==> config.mk <==
export PLATFORM = sky130hd
export DESIGN_NAME = hci_host_port
export DESIGN_NICKNAME = d
export VERILOG_FILES = /design/src/rtl/hci_pkg.sv /design/src/rtl/hci_phase_ctrl.sv /design/src/rtl/hci_inbuf.sv /design/src/rtl/hci_outbuf.sv /design/src/rtl/hci_host_port.sv
export SDC_FILE = /design/constraint.sdc
export NUM_CORES = 1
export LEC_CHECK = 0
export CAP_MARGIN = 20
export CORE_ASPECT_RATIO = 0.5
export CORE_MARGIN = 3
export CORE_UTILIZATION = 47
export DETAILED_ROUTE_END_ITERATION = 10
export HOLD_SLACK_MARGIN = 0.02
export PLACE_DENSITY = 0.79
export SETUP_SLACK_MARGIN = 0.2
export SYNTH_ARGS = -nofsm -noshare
export SYNTH_HDL_FRONTEND = slang
export SYNTH_SLANG_ARGS = --single-unit
==> constraint.sdc <==
create_clock -name clk -period 2 [get_ports clk]
set_input_delay 0.2 -clock clk [delete_from_list [all_inputs] [get_ports clk]]
set_output_delay 0.2 -clock clk [all_outputs]
set_load 0.01 [all_outputs]
==> src/rtl/hci_pkg.sv <==
package hci_pkg;

    localparam int BYTE_W = 8;
    typedef logic [BYTE_W-1:0] byte_t;

    localparam byte_t CODE_START = 8'h01;
    localparam byte_t CODE_END   = 8'h03;
    localparam byte_t CODE_ABORT = 8'h22;
    localparam byte_t MARK_HEAD  = 8'h01;
    localparam byte_t MARK_TAIL  = 8'h03;
    localparam byte_t PAD_BYTE   = 8'h00;

    typedef enum logic [2:0] {
        PH_IDLE,
        PH_RECV,
        PH_WAIT,
        PH_SEND,
        PH_TAIL
    } phase_e;

    typedef enum logic [1:0] {
        CMD_NONE,
        CMD_START,
        CMD_END,
        CMD_ABORT
    } cmd_e;

    // Bit order is visible to the host: obf is bit 0, ovr is bit 7.
    typedef struct packed {
        logic ovr;
        logic rsvd;
        logic ibr;
        logic rdy;
        logic a2;
        logic f0;
        logic ibf;
        logic obf;
    } status_t;

    typedef struct packed {
        logic  wr_cmd;
        logic  wr_data;
        logic  rd_data;
        byte_t wdata;
    } host_op_t;

    function automatic cmd_e decode_cmd(input byte_t code);
        case (code)
            CODE_START: return CMD_START;
            CODE_END:   return CMD_END;
            CODE_ABORT: return CMD_ABORT;
            default:    return CMD_NONE;
        endcase
    endfunction

endpackage

==> src/rtl/hci_phase_ctrl.sv <==
module hci_phase_ctrl
    import hci_pkg::*;
(
    input  logic     clk,
    input  logic     rst,
    input  host_op_t op,
    input  logic     ibf,
    input  logic     obf,
    input  logic     rsp_valid,
    input  logic     tail_set,
    output phase_e   phase,
    output logic     a2,
    output logic     cancel,
    output logic     req_end,
    output logic     req_abort
);

    cmd_e   cmd;
    phase_e phase_nx;
    logic   end_fire;

    always_comb begin
        cmd    = op.wr_cmd ? decode_cmd(op.wdata) : CMD_NONE;
        cancel = (cmd == CMD_ABORT);
    end

    always_comb begin
        phase_nx = phase;
        end_fire = 1'b0;
        unique case (phase)
            PH_IDLE: if (cmd == CMD_START) phase_nx = PH_RECV;
            PH_RECV: if (cmd == CMD_END && !ibf) begin
                phase_nx = PH_WAIT;
                end_fire = 1'b1;
            end
            PH_WAIT: if (rsp_valid) phase_nx = PH_SEND;
            PH_SEND: if (tail_set) phase_nx = PH_TAIL;
            PH_TAIL: if (op.rd_data && obf) phase_nx = PH_IDLE;
            default: phase_nx = PH_IDLE;
        endcase
        if (cancel) begin
            phase_nx = PH_IDLE;
            end_fire = 1'b0;
        end
    end

    always_ff @(posedge clk) begin
        if (rst) begin
            phase     <= PH_IDLE;
            a2        <= 1'b0;
            req_end   <= 1'b0;
            req_abort <= 1'b0;
        end else begin
            phase     <= phase_nx;
            req_end   <= end_fire;
            req_abort <= cancel;
            if (cancel)          a2 <= 1'b0;
            else if (op.wr_cmd)  a2 <= 1'b1;
            else if (op.wr_data) a2 <= 1'b0;
        end
    end

    // abort always lands in idle with a pulse
    assert_abort_idle_R11: assert property (@(posedge clk) disable iff (rst)
        cancel |=> (phase == PH_IDLE) && req_abort);

    // end command cannot leave receive while a byte is held
    assert_end_blocked_R6: assert property (@(posedge clk) disable iff (rst)
        (phase == PH_RECV && ibf && !cancel) |=> (phase == PH_RECV) && !req_end);

    // start command outside idle does not reopen receive
    assert_start_ignored_R13: assert property (@(posedge clk) disable iff (rst)
        (phase inside {PH_WAIT, PH_SEND, PH_TAIL} && op.wr_cmd && op.wdata == CODE_START)
        |=> phase != PH_RECV);

endmodule

==> src/rtl/hci_inbuf.sv <==
module hci_inbuf
    import hci_pkg::*;
(
    input  logic  clk,
    input  logic  rst,
    input  logic  wr_data,
    input  byte_t wdata,
    input  logic  accept_en,
    input  logic  cancel,
    input  logic  req_ready,
    output logic  ibf,
    output logic  ovr,
    output logic  req_valid,
    output byte_t req_data
);

    logic take;
    logic fresh;

    always_comb begin
        req_valid = ibf;
        take      = ibf && req_ready;
        fresh     = wr_data && accept_en;
    end

    always_ff @(posedge clk) begin
        if (rst) begin
            ibf      <= 1'b0;
            ovr      <= 1'b0;
            req_data <= '0;
        end else if (cancel) begin
            ibf <= 1'b0;
            ovr <= 1'b0;
        end else begin
            if (take) ibf <= 1'b0;
            if (fresh) begin
                if (ibf) begin
                    ovr <= 1'b1;
                end else begin
                    ibf      <= 1'b1;
                    req_data <= wdata;
                end
            end
        end
    end

    // a write into a full buffer marks overrun
    assert_overrun_flag_R4: assert property (@(posedge clk) disable iff (rst)
        (fresh && ibf && !cancel) |=> ovr);

    // the held byte survives until the backend takes it
    assert_hold_byte_R4: assert property (@(posedge clk) disable iff (rst)
        (ibf && !req_ready && !cancel) |=> ibf && $stable(req_data));

    // outside a request the buffer never fills
    assert_ignore_outside_R5: assert property (@(posedge clk) disable iff (rst)
        (!accept_en && !ibf) |=> !ibf);

endmodule

==> src/rtl/hci_outbuf.sv <==
module hci_outbuf
    import hci_pkg::*;
#(
    parameter int MIN_RSP_BYTES = 6
) (
    input  logic   clk,
    input  logic   rst,
    input  phase_e phase,
    input  logic   rd_data,
    input  logic   cancel,
    input  logic   rsp_valid,
    input  byte_t  rsp_data,
    input  logic   rsp_last,
    output logic   obf,
    output logic   f0,
    output byte_t  obuf,
    output logic   rsp_ready,
    output logic   tail_set
);

    localparam int CNT_W = $clog2(MIN_RSP_BYTES + 1);
    localparam logic [CNT_W-1:0] MIN_CNT = CNT_W'(MIN_RSP_BYTES);

    logic [CNT_W-1:0] cnt;
    logic [CNT_W-1:0] cnt_inc;
    logic             last_seen;
    logic             slot_free;
    logic             head_load;
    logic             pay_load;
    logic             pad_load;

    always_comb begin
        head_load = (phase == PH_WAIT) && rsp_valid && !cancel;
        slot_free = (phase == PH_SEND) && !obf && !cancel;
        rsp_ready = slot_free && !last_seen;
        pay_load  = rsp_ready && rsp_valid;
        pad_load  = slot_free && last_seen && (cnt < MIN_CNT);
        tail_set  = slot_free && last_seen && (cnt >= MIN_CNT);
        cnt_inc   = (cnt >= MIN_CNT) ? cnt : cnt + 1'b1;
    end

    always_ff @(posedge clk) begin
        if (rst) begin
            obf       <= 1'b0;
            f0        <= 1'b0;
            obuf      <= '0;
            cnt       <= '0;
            last_seen <= 1'b0;
        end else if (cancel) begin
            obf       <= 1'b0;
            f0        <= 1'b0;
            cnt       <= '0;
            last_seen <= 1'b0;
        end else begin
            if (rd_data && obf) begin
                obf <= 1'b0;
                f0  <= 1'b0;
            end
            if (head_load) begin
                obuf      <= MARK_HEAD;
                obf       <= 1'b1;
                f0        <= 1'b1;
                cnt       <= '0;
                last_seen <= 1'b0;
            end else if (pay_load) begin
                obuf      <= rsp_data;
                obf       <= 1'b1;
                f0        <= 1'b0;
                cnt       <= cnt_inc;
                last_seen <= rsp_last;
            end else if (pad_load) begin
                obuf <= PAD_BYTE;
                obf  <= 1'b1;
                f0   <= 1'b0;
                cnt  <= cnt_inc;
            end else if (tail_set) begin
                obuf <= MARK_TAIL;
                obf  <= 1'b1;
                f0   <= 1'b1;
            end
        end
    end

    // a full output buffer stays put until the host reads it
    assert_obf_hold_R8: assert property (@(posedge clk) disable iff (rst)
        (obf && !rd_data && !cancel) |=> obf && $stable(obuf));

    // a host read empties the buffer and drops the marker flag
    assert_read_clears_R8: assert property (@(posedge clk) disable iff (rst)
        (obf && rd_data && !cancel) |=> !obf && !f0);

    // nothing is taken from the backend in an abort cycle
    assert_no_take_abort_R11: assert property (@(posedge clk) disable iff (rst)
        cancel |-> !rsp_ready);

endmodule

==> src/rtl/hci_host_port.sv <==
module hci_host_port
    import hci_pkg::*;
#(
    parameter int MIN_RSP_BYTES = 6
) (
    input  logic       clk,
    input  logic       rst,
    input  logic       host_wr,
    input  logic       host_rd,
    input  logic       host_addr,
    input  logic [7:0] host_wdata,
    output logic [7:0] host_rdata,
    output logic       req_valid,
    input  logic       req_ready,
    output logic [7:0] req_data,
    output logic       req_end,
    output logic       req_abort,
    input  logic       rsp_valid,
    output logic       rsp_ready,
    input  logic [7:0] rsp_data,
    input  logic       rsp_last
);

    host_op_t op;
    status_t  st;
    phase_e   phase;
    logic     a2, cancel, ibf, ovr, obf, f0, tail_set;
    byte_t    obuf;

    always_comb begin
        op.wr_cmd  = host_wr && host_addr;
        op.wr_data = host_wr && !host_addr;
        op.rd_data = host_rd && !host_addr;
        op.wdata   = host_wdata;
    end

    hci_phase_ctrl ctrl_i (
        .clk       (clk),
        .rst       (rst),
        .op        (op),
        .ibf       (ibf),
        .obf       (obf),
        .rsp_valid (rsp_valid),
        .tail_set  (tail_set),
        .phase     (phase),
        .a2        (a2),
        .cancel    (cancel),
        .req_end   (req_end),
        .req_abort (req_abort)
    );

    hci_inbuf inbuf_i (
        .clk       (clk),
        .rst       (rst),
        .wr_data   (op.wr_data),
        .wdata     (op.wdata),
        .accept_en (phase == PH_RECV),
        .cancel    (cancel),
        .req_ready (req_ready),
        .ibf       (ibf),
        .ovr       (ovr),
        .req_valid (req_valid),
        .req_data  (req_data)
    );

    hci_outbuf #(.MIN_RSP_BYTES(MIN_RSP_BYTES)) outbuf_i (
        .clk       (clk),
        .rst       (rst),
        .phase     (phase),
        .rd_data   (op.rd_data),
        .cancel    (cancel),
        .rsp_valid (rsp_valid),
        .rsp_data  (rsp_data),
        .rsp_last  (rsp_last),
        .obf       (obf),
        .f0        (f0),
        .obuf      (obuf),
        .rsp_ready (rsp_ready),
        .tail_set  (tail_set)
    );

    always_comb begin
        st.obf  = obf;
        st.ibf  = ibf;
        st.f0   = f0;
        st.a2   = a2;
        st.rdy  = (phase == PH_IDLE);
        st.ibr  = (phase == PH_RECV);
        st.rsvd = 1'b0;
        st.ovr  = ovr;
        host_rdata = host_addr ? st : obuf;
    end

    // an abort write leaves status at exactly ready
    assert_abort_status_R11: assert property (@(posedge clk) disable iff (rst)
        (host_wr && host_addr && host_wdata == CODE_ABORT) |=> st == 8'h10);

    // start from ready flips to ready-for-data
    assert_start_opens_R2: assert property (@(posedge clk) disable iff (rst)
        (st.rdy && host_wr && host_addr && host_wdata == CODE_START) |=> st.ibr && !st.rdy);

    // a data write clears the command-address bit
    assert_a2_data_R12: assert property (@(posedge clk) disable iff (rst)
        (host_wr && !host_addr) |=> !st.a2);

endmodule

### After elaboration in Yosys (flattened, before gate mapping)

Cells that the tools add are included.

* bitwise gates (word level): 3
* reduce and logical (&&, ||, !) cells: 33
* eq/ne operators: 15
* div/mod/pow operators: 0
* magnitude comparators: 2
* mux-type cells: 30
* $add $sub $neg: 1
* multiply operators: 0
* shifts and indexed selects: 0

Operators by type and width (number)
* 8-bit 2-to-1 mux: 5
* 3-bit 2-to-1 mux: 8
* 1-bit logical AND: 16
* 3-bit case mux with 5 select lines: 1
* 1-bit 2-to-1 mux: 14
* 8-bit by 1-bit == test with 1-bit output, second input constant: 1
* 8-bit by 2-bit == test with 1-bit output, second input constant: 1
* 8-bit by 6-bit == test with 1-bit output, second input constant: 1
* 3-bit by 2-bit == test with 1-bit output, second input constant: 2
* 2-bit by 1-bit != test with 1-bit output, second input constant: 3
* 2-bit case mux with 3 select lines: 1
* 3-bit OR reduction: 2
* 1-bit logical NOT: 5
* 5-bit AND reduction: 1
* 5-bit nonzero test: 1
* 2-bit == test, second input constant: 2
* 2-bit != test, second input constant: 2
* 2-bit AND reduction: 2
* 2-bit nonzero test: 2
* 4-bit nonzero test: 1
* 3-bit by 1-bit adder with 3-bit output, second input constant: 1
* 3-bit by 1-bit == test with 1-bit output, second input constant: 1
* 3-bit == test, second input constant: 1
* 3-bit greater-or-equal comparator, second input constant: 1
* other kinds (7): 9

* latch bits: 0
* word-level logic and storage cells: 96
* bits in writable memories: 0
* register bits after elaboration: 30
* memories kept: 0
* bits of input ports: 24
* memory bits (read-only): 0
* output and inout port bits: 20

### Longest topological paths before layout

* depth after elaboration: 12
* mapped depth: 6
* depth with buffers taken out: 4

### Cells and area by module

Synthesis repeated with hierarchy kept, for this count alone.

* cell total of the unflattened synthesis: 183
* area total of the unflattened synthesis: 1843.0 um^2

Modules (own cells, without submodules)
* hci_outbuf: times used 1, area an instance 852.1 um^2, seq. area each 280.3 um^2, cells an instance 82
* hci_inbuf: times used 1, area an instance 449.2 um^2, seq. area each 200.2 um^2, cells an instance 43
* hci_phase_ctrl: times used 1, area an instance 377.9 um^2, seq. area each 120.1 um^2, cells an instance 44
* hci_host_port: times used 1, area an instance 163.9 um^2, seq. area each 0.0 um^2, cells an instance 14

### Least setup slack after synthesis

OpenSTA, ideal clock, no wires.

* kind: register -> register
* from: register ctrl_i.phase[0]
* to: register inbuf_i.req_data[0]
* data required time: 1.872 ns
* buffers on the path: 2
* path slack: 0.412 ns
* arrival time: 1.461 ns
* period minus slack after synthesis: 1.588 ns
* stages on the path, launching flop included: 7
* setup time: 0.128 ns
* cell sequence: dfxtp_1 buf_6 or3b_4 nor4b_4 buf_6 mux2i_1 nor2_1

* word-level cells in the longest chain between the ends: 3

RTL lines
* start: declaration: line hci_phase_ctrl.sv:11 `output phase_e phase,`
* start signal: assignment: line hci_phase_ctrl.sv:54 `phase <= phase_nx;`
* 3-bit by 1-bit == test with 1-bit output: line hci_host_port.sv:57 `.accept_en (phase == PH_RECV),`
* 1-bit logical AND: line hci_inbuf.sv:23 `fresh = wr_data && accept_en;`
* 3-bit AND reduction (no line)
* end signal: assignment: line hci_inbuf.sv:41 `req_data <= wdata;`
* end: declaration: line hci_inbuf.sv:14 `output byte_t req_data`

Every way passes these cells.
A chain may end at the register's enable or synchronous reset.

### Worst setup path in the final report

* from: input port host_wdata[6]
* to: output port rsp_ready

* word-level cells in the longest chain between the ends: 7
* elaborated cells on any way between the ends: 9
* classes of those cells: 4 x eq/ne; 2 x mux; 3 x reduce/logical

RTL lines
* start: declaration: line hci_host_port.sv:11 `input logic [7:0] host_wdata,`
* 8-bit by 6-bit == test with 1-bit output, or another cell as far along: line hci_pkg.sv:48 `case (code)`
* 2-bit case mux with 3 select lines (*): line hci_pkg.sv:48
* 2-bit 2-to-1 mux (*): line hci_phase_ctrl.sv:23 `cmd = op.wr_cmd ? decode_cmd(op.wdata) : CMD_NONE;`
* 2-bit == test (*): line hci_phase_ctrl.sv:24 `cancel = (cmd == CMD_ABORT);`
* 1-bit logical NOT (*): line hci_outbuf.sv:34 `slot_free = (phase == PH_SEND) && !obf && !cancel;`
* 1-bit logical AND (*): line hci_outbuf.sv:34
* 1-bit logical AND (*): line hci_outbuf.sv:35 `rsp_ready = slot_free && !last_seen;`
* end: declaration: line hci_host_port.sv:19 `output logic rsp_ready,`

Every way passes the cells marked *; elsewhere a longest branch is shown, timed or not.

==> flow_metrics.py <==
metrics = {
    "sta": {
        "finalSetupViolations": 0,
        "maxSlewHeadroom_pct": 64.5,
        "setup_tns_ns": 0,
        "max_slew.worst_pin.slew_ns": 0.531,
        "rsz_0062_raised_after_global_routing": "yes",
        "final_clock_period_utilization_by_the_worst_path_pct": 91.3,
        "post-route-min-period_ns": 1.83,
        "final-max-slew-violation-count": 0,
        "worst_clock_skew_ns": 0.00560,
        "final_hold_fails": 0,
        "fmaxAchievable_mhz": 548,
    },
    "yosys": {
        "synthDominantCellAreaShare_pct": 39.3,
        "seq_area_frac_synth_pct": 39.3,
        "synth_most_common_cell": "sky130_fd_sc_hd__dfxtp_1",
        "mappedNetlistArea_um2": 1530,
        "synth-edff-count": 0,
        "synth_net_count": 195,
        "number_of_cells_produced_by_synthesis": 170,
        "yosysUniqueCellTypes": 42,
        "synth.area.top_cells": "sky130_fd_sc_hd__dfxtp_1 (39%), sky130_fd_sc_hd__mux2i_1 (6.6%), sky130_fd_sc_hd__a21oi_1 (4.9%), sky130_fd_sc_hd__nor2_1 (4.2%), sky130_fd_sc_hd__mux2_2 (3.7%)",
        "ys.flop_type": "sky130_fd_sc_hd__dfxtp_1",
        "synthesized_area_per_cell_um2": 8.99,
        "async_reset_ff_share_pct": 0,
        "yosys-top-cells-count": "sky130_fd_sc_hd__dfxtp_1 (30), sky130_fd_sc_hd__nor2_1 (17), sky130_fd_sc_hd__a21oi_1 (15)",
        "yosysWarnings": 0,
        "area_leader_netlist": "sky130_fd_sc_hd__dfxtp_1",
        "synth_seq_cells": 30,
    },
    "critical_path": {
        "cp_max_fo": 2,
        "worstReg2RegStart": "ctrl_i.phase[0]",
        "worst_ep_required_time_ns": 1.80,
        "setup.worst_path.class": "in2out",
        "crit-reg2reg-capture": "inbuf_i.req_data[1]",
        "worst-r2r-setup-slack_ns": 0.35,
        "end_kind": "output port",
        "ff_to_ff_path_depth": 5,
        "timing.critical_path.from_type": "input port",
        "worst_ep_arrival_time_ns": 1.63,
    },
    "detailed_routing": {
        "met3_wire_length_um": 242,
        "route.met2.wl_mm": 1.86,
        "totalWireLength_mm": 4.22,
        "drt-met1-wl_mm": 2.05,
        "post-route-drc-count": 0,
        "route.detailed.wl_per_inst_um": 15.8,
        "via_per_inst": 5.56,
        "route.top_layer_used": "met4",
        "dr.pass1.iters": 5,
        "vias": 1490,
        "drtIter0Drc": 116,
        "final_antenna_net_count": 0,
    },
    "clock_tree": {
        "clk_latency_ns": 0.29,
        "cts-root-buf": "sky130_fd_sc_hd__clkbuf_8",
        "cts_tree": "yes",
        "cts_max_level": 2,
        "clkSlewWorstSetupHoldPaths_ns": 0.06,
        "tritoncts.num_buffers": 5,
        "cts.sinks": 30,
        "max_root_sink_buffers": 2,
    },
    "die": {
        "floorplan.initialDensity_pct": 54.0,
        "rows": 13,
        "ios": 44,
        "vertical_extent_of_the_die_um": 46.3,
        "die_width_um": 86.6,
        "design.die.area_um2": 4010,
        "area_of_the_core_um2": 2830,
    },
    "grt": {
        "grt_pass1_vias": 1443,
        "globalRouteTotalUtil_pct": 23.3,
        "grt_max_degree": 19,
        "global_route_wire_length_before_repair_mm": 6.97,
        "initial_antenna_violation_count": 0,
        "globalRouteOverflowTotal": 0,
    },
    "place": {
        "gp_congestion": 0.902,
        "io_buffer_count": 43,
        "dp.cells": 254,
        "post-dp-hpwl_mm": 2.96,
    },
    "pwr": {
        "ir_worst_vdd_mv": 0.398,
        "power.static_leakage_nw": 0.870,
        "power-per-cell-area_nw_per_um2": 561,
    },
    "job": {
        "timing.max_cap.violations": 0,
    },
    "final_layout": {
        "layout.cells.non_filler": 268,
        "net_count_of_the_finished_layout": 255,
        "seqCellArea_um2": 604,
        "multi_input_comb_area_um2": 850,
        "layout-area-overhead-vs-synth_pct": 44.1,
        "insertedDiodeCount": 0,
        "post_route_cells_drive_above_1_share_pct": 19.5,
        "fill_count": 215,
    },
    "worst_hold_path": {
        "worstHoldStart": "outbuf_i.obuf[7]",
        "timing.hold.worst_path_depth": 2,
        "timing.hold.worst.class": "reg2reg",
        "hold-path-endpoint": "outbuf_i.obuf[7]",
    },
    "run_status": {
        "status": "completed",
    },
}
## how the worst max path moves through the flow
stage	from	to	slack, ns	cells past startpoint
3_5_place_dp	host_wdata[7]	rsp_ready	0.001	5
6_report	host_wdata[6]	rsp_ready	0.17	5
5_1_grt	host_wdata[6]	rsp_ready	0.11	5
2_1_floorplan	ctrl_i.phase[0]	inbuf_i.req_data[0]	0.41	6
3_3_place_gp	host_wdata[7]	rsp_ready	0.02	5
4_1_cts	host_addr	host_rdata[6]	0.16	5
## sequential cells by signal, indices dropped and copies added (netlist names), 3 cells and up
register,cells
ctrl_i.phase,3
inbuf_i.req_data,8
outbuf_i.cnt,3
outbuf_i.obuf,8
## layer usage
layer | vias to the layer above | GRT usage [%]
li1 | 736 | -
met1 | 701 | 29.6
met2 | 44 | 37.2
met3 | 9 | 7.14
met4 | 0 | 10.2
met5 | - | 0
## critical path, stage by stage
cell and delay [ns]:
sky130_fd_sc_hd__clkdlybuf4s50_1 0.47, sky130_fd_sc_hd__nor4_4 0.36, sky130_fd_sc_hd__and3_4 0.25, sky130_fd_sc_hd__nor3_1 0.05
sky130_fd_sc_hd__dlygate4sd2_1 0.30
## timing repair
item,4_1_cts,5_1_grt
pin swaps,0,1
resized for setup,11,7
buffers inserted,3,3
gates cloned,0,0
endpoints found under the setup margin,7,8
hold buffers,0,0
## placed cells by master, fill, tap and decap left out, drive strengths merged, types with 2 or more instances in the layout
cell type,Yosys,final
clkdlybuf4s50,0,34
dfxtp,30,30
buf,6,21
nor2,17,17
a21oi,15,15
o21ai,12,12
mux2i,10,10
nand3,10,10
clkbuf,5,7
a31oi,6,6
nor2b,5,5
inv,5,5
mux2,5,5
nand2,5,5
nor3,4,4
dlygate4sd2,0,4
and3b,3,3
nand2b,3,3
nor3b,3,3
a211oi,3,3
clkdlybuf4s15,0,3
a311o,2,2
a211o,2,2
dlymetal6s2s,0,2
and3,2,2
a31o,2,2
## where the power goes
part | internal [mW] | switching (mW) | total (mW)
clock | 0.277 | 0.235 | 0.512
sequential | 0.599 | 0.000553 | 0.599
combinational | 0.0743 | 0.0489 | 0.123
## kinds of logic after synthesis
family          Yosys count  synth area share [%]
simple gates             61                  24.1
compound gates           47                  19.7
flops                    30                  39.3
buf+inv                  16                  5.82
mux                      15                  10.2
fa+ha+maj                 1                 0.819
## per-stage QoR
step / hold WS [ns] / power [mW] / area, um^2 / utilization (%) / worst slack [ns]
after floorplan: 0.347 / 0.648 / 1530 / - / 0.412
after global placement: 0.462 / 0.723 / 2050 / 72.3 / 0.0231
after detailed placement: 0.480 / 0.724 / 2050 / 72.3 / 0.000979
after CTS: 0.478 / 1.23 / 2160 / 76.3 / 0.162
after global routing: 0.499 / 1.28 / 2200 / 77.8 / 0.108
final: 0.485 / 1.23 / 2200 / 77.8 / 0.175
## area by class of cell
type                       count  share of cell area (%)
clock buffer                   7                    3.92
timing repair buffer          64                    26.9
sequential                    30                    27.4
tap                           37                    2.10
inverter                       5                   0.852
clock inverter                 1                   0.227
multi-input combinational    124                    38.6
Note: power is estimated with default switching activity, not from simulation.
